### config.mk
export PLATFORM = sky130hd
export DESIGN_NAME = sup_rst_seq
export DESIGN_NICKNAME = d
export VERILOG_FILES = /design/src/rtl/sup_pkg.sv /design/src/rtl/sup_sync.sv /design/src/rtl/sup_debounce.sv /design/src/rtl/sup_seq.sv /design/src/rtl/sup_rst_seq.sv
export SDC_FILE = /design/constraint.sdc
export NUM_CORES = 1
export LEC_CHECK = 0
export BUFFER_PORTS_ARGS = -buffer_cell sky130_fd_sc_hd__buf_2
export CAP_MARGIN = 0
export CORE_UTILIZATION = 40
export DETAILED_ROUTE_END_ITERATION = 6
export PLACE_DENSITY = 0.61
export SYNTH_ARGS = -nofsm -noshare
export SYNTH_HDL_FRONTEND = slang
export SYNTH_SLANG_ARGS = --single-unit
export TNS_END_PERCENT = 50
### constraint.sdc
create_clock -name clk -period 4.5 [get_ports clk]
set_input_delay 0.45 -clock clk [delete_from_list [all_inputs] [get_ports clk]]
set_output_delay 0.45 -clock clk [all_outputs]
set_load 0.005 [all_outputs]
### src/rtl/sup_pkg.sv
package sup_pkg;

    // Reset source reported on the cause output
    typedef enum logic [1:0] {
        CAUSE_NONE   = 2'd0,
        CAUSE_SUPPLY = 2'd1,
        CAUSE_WDOG   = 2'd2,
        CAUSE_EXT    = 2'd3
    } cause_e;

    // Sequencer phase: holding reset, or running with the watchdog armed
    typedef enum logic {
        PH_HOLD = 1'b0,
        PH_RUN  = 1'b1
    } phase_e;

    // Asynchronous inputs that share one synchronizer
    typedef struct packed {
        logic strobe;
        logic ext_n;
    } sync_bus_t;

    // Width of a counter that must hold values 0 .. n-1
    function automatic int unsigned cnt_w(input int unsigned n);
        return (n < 2) ? 1 : $clog2(n);
    endfunction

endpackage

### src/rtl/sup_sync.sv
module sup_sync #(
    parameter int unsigned     W       = 2,
    parameter logic [W-1:0]    RST_VAL = '0
) (
    input  logic         clk,
    input  logic         rst,
    input  logic [W-1:0] d,
    output logic [W-1:0] q
);

    genvar gi;
    generate
        for (gi = 0; gi < W; gi++) begin : g_bit
            logic meta;
            logic stab;
            always_ff @(posedge clk) begin
                if (rst) begin
                    meta <= RST_VAL[gi];
                    stab <= RST_VAL[gi];
                end else begin
                    meta <= d[gi];
                    stab <= meta;
                end
            end
            assign q[gi] = stab;
        end
    endgenerate

endmodule

### src/rtl/sup_debounce.sv
module sup_debounce
    import sup_pkg::*;
#(
    parameter int unsigned DEB_CYC = 1000
) (
    input  logic clk,
    input  logic rst,
    input  logic raw_n,
    output logic pressed
);

    localparam int unsigned CW = cnt_w(DEB_CYC);
    localparam logic [CW-1:0] LAST = CW'(DEB_CYC - 1);

    logic          level_n;
    logic [CW-1:0] run_cnt;

    // A new level is taken only after DEB_CYC consecutive samples that differ
    always_ff @(posedge clk) begin
        if (rst) begin
            level_n <= 1'b1;
            run_cnt <= '0;
        end else if (raw_n == level_n) begin
            run_cnt <= '0;
        end else if (run_cnt == LAST) begin
            level_n <= raw_n;
            run_cnt <= '0;
        end else begin
            run_cnt <= run_cnt + 1'b1;
        end
    end

    assign pressed = ~level_n;

endmodule

### src/rtl/sup_seq.sv
module sup_seq
    import sup_pkg::*;
#(
    parameter int unsigned HOLD_CYC = 500_000,
    parameter int unsigned TMO_CYC  = 700_000
) (
    input  logic   clk,
    input  logic   rst,
    input  logic   supply_ok,
    input  logic   strobe,
    input  logic   pressed,
    output logic   rst_n,
    output cause_e cause
);

    localparam int unsigned HW = cnt_w(HOLD_CYC);
    localparam int unsigned TW = cnt_w(TMO_CYC);
    localparam logic [HW-1:0] HOLD_LAST = HW'(HOLD_CYC - 1);
    localparam logic [TW-1:0] TMO_LAST  = TW'(TMO_CYC - 1);

    typedef struct packed {
        phase_e        ph;
        cause_e        why;
        logic [HW-1:0] hold;
        logic [TW-1:0] wd;
    } seq_t;

    localparam seq_t SEQ_RST = '{ph: PH_HOLD, why: CAUSE_SUPPLY, hold: '0, wd: '0};

    seq_t cur, nxt;

    always_comb begin
        nxt = cur;
        if (!supply_ok) begin
            // supply fault wins over everything and restarts the hold
            nxt.ph   = PH_HOLD;
            nxt.why  = CAUSE_SUPPLY;
            nxt.hold = '0;
        end else begin
            unique case (cur.ph)
                PH_HOLD: begin
                    if (pressed) begin
                        nxt.why  = CAUSE_EXT;
                        nxt.hold = '0;
                    end else if (cur.hold == HOLD_LAST) begin
                        nxt.ph = PH_RUN;
                        nxt.wd = '0;
                    end else begin
                        nxt.hold = cur.hold + 1'b1;
                    end
                end
                PH_RUN: begin
                    if (pressed) begin
                        nxt.ph   = PH_HOLD;
                        nxt.why  = CAUSE_EXT;
                        nxt.hold = '0;
                    end else if (strobe) begin
                        nxt.wd = '0;
                    end else if (cur.wd == TMO_LAST) begin
                        nxt.ph   = PH_HOLD;
                        nxt.why  = CAUSE_WDOG;
                        nxt.hold = '0;
                    end else begin
                        nxt.wd = cur.wd + 1'b1;
                    end
                end
                default: nxt = SEQ_RST;
            endcase
        end
    end

    always_ff @(posedge clk) begin
        if (rst) cur <= SEQ_RST;
        else     cur <= nxt;
    end

    // Supply path is combinational so a fault shows in the same cycle
    assign rst_n = supply_ok & (cur.ph == PH_RUN);

    always_comb begin
        if (!supply_ok)           cause = CAUSE_SUPPLY;
        else if (cur.ph == PH_RUN) cause = CAUSE_NONE;
        else                      cause = cur.why;
    end

endmodule

### src/rtl/sup_rst_seq.sv
module sup_rst_seq
    import sup_pkg::*;
#(
    parameter int unsigned HOLD_CYC = 500_000,
    parameter int unsigned TMO_CYC  = 700_000,
    parameter int unsigned DEB_CYC  = 1000
) (
    input  logic       clk,
    input  logic       rst,
    input  logic       supply_ok_i,
    input  logic       strobe_i,
    input  logic       ext_rst_n_i,
    output logic       rst_n_o,
    output logic [1:0] cause_o
);

    localparam sync_bus_t SYNC_RST = '{strobe: 1'b0, ext_n: 1'b1};

    sync_bus_t raw_bus;
    sync_bus_t syn_bus;
    logic      ext_pressed;
    cause_e    seq_cause;

    assign raw_bus = '{strobe: strobe_i, ext_n: ext_rst_n_i};

    sup_sync #(
        .W       ($bits(sync_bus_t)),
        .RST_VAL (SYNC_RST)
    ) u_sync (
        .clk (clk),
        .rst (rst),
        .d   (raw_bus),
        .q   (syn_bus)
    );

    sup_debounce #(
        .DEB_CYC (DEB_CYC)
    ) u_deb (
        .clk     (clk),
        .rst     (rst),
        .raw_n   (syn_bus.ext_n),
        .pressed (ext_pressed)
    );

    sup_seq #(
        .HOLD_CYC (HOLD_CYC),
        .TMO_CYC  (TMO_CYC)
    ) u_seq (
        .clk       (clk),
        .rst       (rst),
        .supply_ok (supply_ok_i),
        .strobe    (syn_bus.strobe),
        .pressed   (ext_pressed),
        .rst_n     (rst_n_o),
        .cause     (seq_cause)
    );

    assign cause_o = seq_cause;

endmodule

==> impl_metrics.json <==
{
  "io_pins": 8,
  "final_util_pct": 46.5,
  "synth_cell_types": 61,
  "cp.required_ns": 4.72,
  "cts_sinks": 57,
  "hpwl_um": 5480,
  "drive_gt1_share_pct": 10.3,
  "final_net_count": 392,
  "start_util_pct": 42.5,
  "dieWidth_um": 90.7,
  "synth_edf_count": 0,
  "fin_skew_ns": 0.00822,
  "numCtsBuffers": 9,
  "wl_um": 8140,
  "hp-class": "in2reg",
  "end_kind": "register",
  "cts-resized-gates": 0,
  "dr.pass1.iters": 5,
  "die_h_um": 90.7,
  "fin_setup_tns_ns": 0,
  "timing.fmax_mhz": 374,
  "synth-seq-cells": 57,
  "tightest_slew_ns": 1.14,
  "critPathLaunchType": "register",
  "synth.most_common_cell": "dfxtp_1",
  "grt_max_degree": 26,
  "first_iter_violations": 168,
  "max_slew_margin_pct": 23.6,
  "power_per_cell_area_nw_per_um2": 311,
  "vias": 3006,
  "syn_area_um2": 3150,
  "synth_warnings": 0,
  "postRouteAntennaNets": 0,
  "cts_buffer_depth": 2,
  "critPathMaxFanout": 13,
  "leakage_nw": 1.12,
  "grt_usage_pct": 20.3,
  "first_global_vias": 2755,
  "viasPerCell": 6.19,
  "n_antenna_cell": 0,
  "clock-root-buffer": "clkbuf_8",
  "avgRoutedWirePerCell_um": 16.7,
  "clkTransAtPathRegs_ns": 0.06,
  "status": "finished clean",
  "ys.flop_type": "dfxtp_1",
  "maxCapViolations": 0,
  "hold_buffers": 0,
  "syn_nets": 391,
  "port-buffer-count": 7,
  "worstPathArrival_ns": 2.90,
  "gp_congestion": 0.884,
  "synthTopCellsByCount": "dfxtp_1 (57), nand2_1 (39), nand3_1 (29)",
  "htreeDepth": 3,
  "drc": 0,
  "fin_crit_sh_pct": 59.5,
  "num-fill-cells": 726,
  "netlist.area_leader.share_pct": 36.3,
  "finalMaxSlewViolations": 0,
  "path_class": "reg2reg",
  "setup_viol": 0,
  "cts_tree": "built",
  "grt_first_pass_wirelength_um": 13300,
  "dieArea_um2": 8230,
  "post_cts_buffers": 0,
  "synthArstFlopShare_pct": 0,
  "syn_inst": 383,
  "synth-seq-area-share_pct": 36.3,
  "hold_viol_final": 0,
  "rsz0062_at_grt": "false",
  "yosys-top-cells-area": "dfxtp_1 (36%), nand2_1 (4.7%), nand3_1 (4.6%)",
  "grt_overflow": 0,
  "coreArea_um2": 7410,
  "clk_latency_ns": 0.34,
  "synth.largest_area_cell": "dfxtp_1",
  "antenna_found_initial": 0,
  "avgSynthCellArea_um2": 8.22,
  "syn2layout_area_growth_pct": 9.54,
  "num_rows": 31,
  "min_period_ns": 2.68,
  "ir_worst_vdd_mv": 0.229
}
worst max-delay path, stage by stage (launching register included):
cell and delay, ns:
dfxtp_1 0.41, nand4_1 0.49, nor4_1 1.10, nand3_1 0.16, a221oi_1 0.31, o21ai_1 0.09
flip-flops by register name, summed over array words and instances (netlist names):
register and flops:
u_sync.g_bit.meta 2, u_deb.level_n 1, u_seq.cur 42, u_sync.g_bit.stab 2
u_deb.run_cnt 10
report_power, final:
| group | internal, mW | switching, mW | total (mW) |
|---|---|---|---|
| registers | 0.509 | 0.00345 | 0.512 |
| logic | 0.00705 | 0.0186 | 0.0256 |
| clock network | 0.335 | 0.199 | 0.534 |
kinds of logic after synthesis:
family,Yosys count,synth area share (%)
compound gates,111,26.0
xor+xnor,8,2.23
fa+ha+maj,3,1.19
buf+inv,33,4.53
flops,57,36.3
mux,3,0.954
simple gates,168,28.8
metal layers:
layer  vias up  GRT usage, %  part of all wire [%]
li1       1454             -                     -
met1      1419          25.3                    45
met2       118          32.8                    47
met3        15          5.13                   6.4
met4         0          9.14                   1.9
met5         -             0                     0
layout by cell type (no fill, tap or decap), types with 4 or more instances in the layout:
master / n
dfxtp_1: 57
o31ai_1: 5
nand2_1: 39
nor4_1: 7
or4_1: 4
inv_1: 12
o2111ai_1: 6
and4_1: 5
nand4_1: 9
a211oi_1: 8
nand3_1: 29
xnor2_1: 5
nand2b_1: 4
a21oi_1: 19
and3_1: 10
o211ai_1: 5
buf_2: 7
or3_1: 8
a31oi_1: 9
clkbuf_8: 11
o21ai_0: 18
nor2_1: 26
o41ai_1: 4
nor3_1: 6
a21o_1: 9
area by class of cell:
cell class	count	area, um2	share of cell area, %
Multi-Input combinational cell	293	1860	54.0
Sequential cell	57	1140	33.1
Clock buffer	11	151	4.39
Tap cell	99	124	3.59
Clock inverter	3	65.1	1.89
Inverter	14	52.6	1.52
Timing Repair Buffer	9	50.0	1.45
final timing paths:
path,from,slack [ns],end,cells past startpoint
max,u_seq.cur[2],1.82,u_seq.cur[16],5
max reg2reg,u_seq.cur[2],1.82,u_seq.cur[16],5
min reg2reg,u_sync.g_bit[0].meta,0.42,u_sync.g_bit[0].stab,1
min,ext_rst_n_i,0.29,u_sync.g_bit[0].meta,2
through the flow:
stage	worst slack, ns	std cells	hold WS, ns	cell area (um2)	total power [mW]
after floorplan	2.40	383	0.389	3150	0.540
after global placement	1.89	472	0.406	3230	0.549
after detailed placement	1.90	472	0.410	3230	0.549
after CTS	1.89	486	0.290	3450	1.08
after global routing	1.70	486	0.294	3450	1.11
final	1.82	486	0.292	3450	1.07
(Power assumes the default switching activity.)
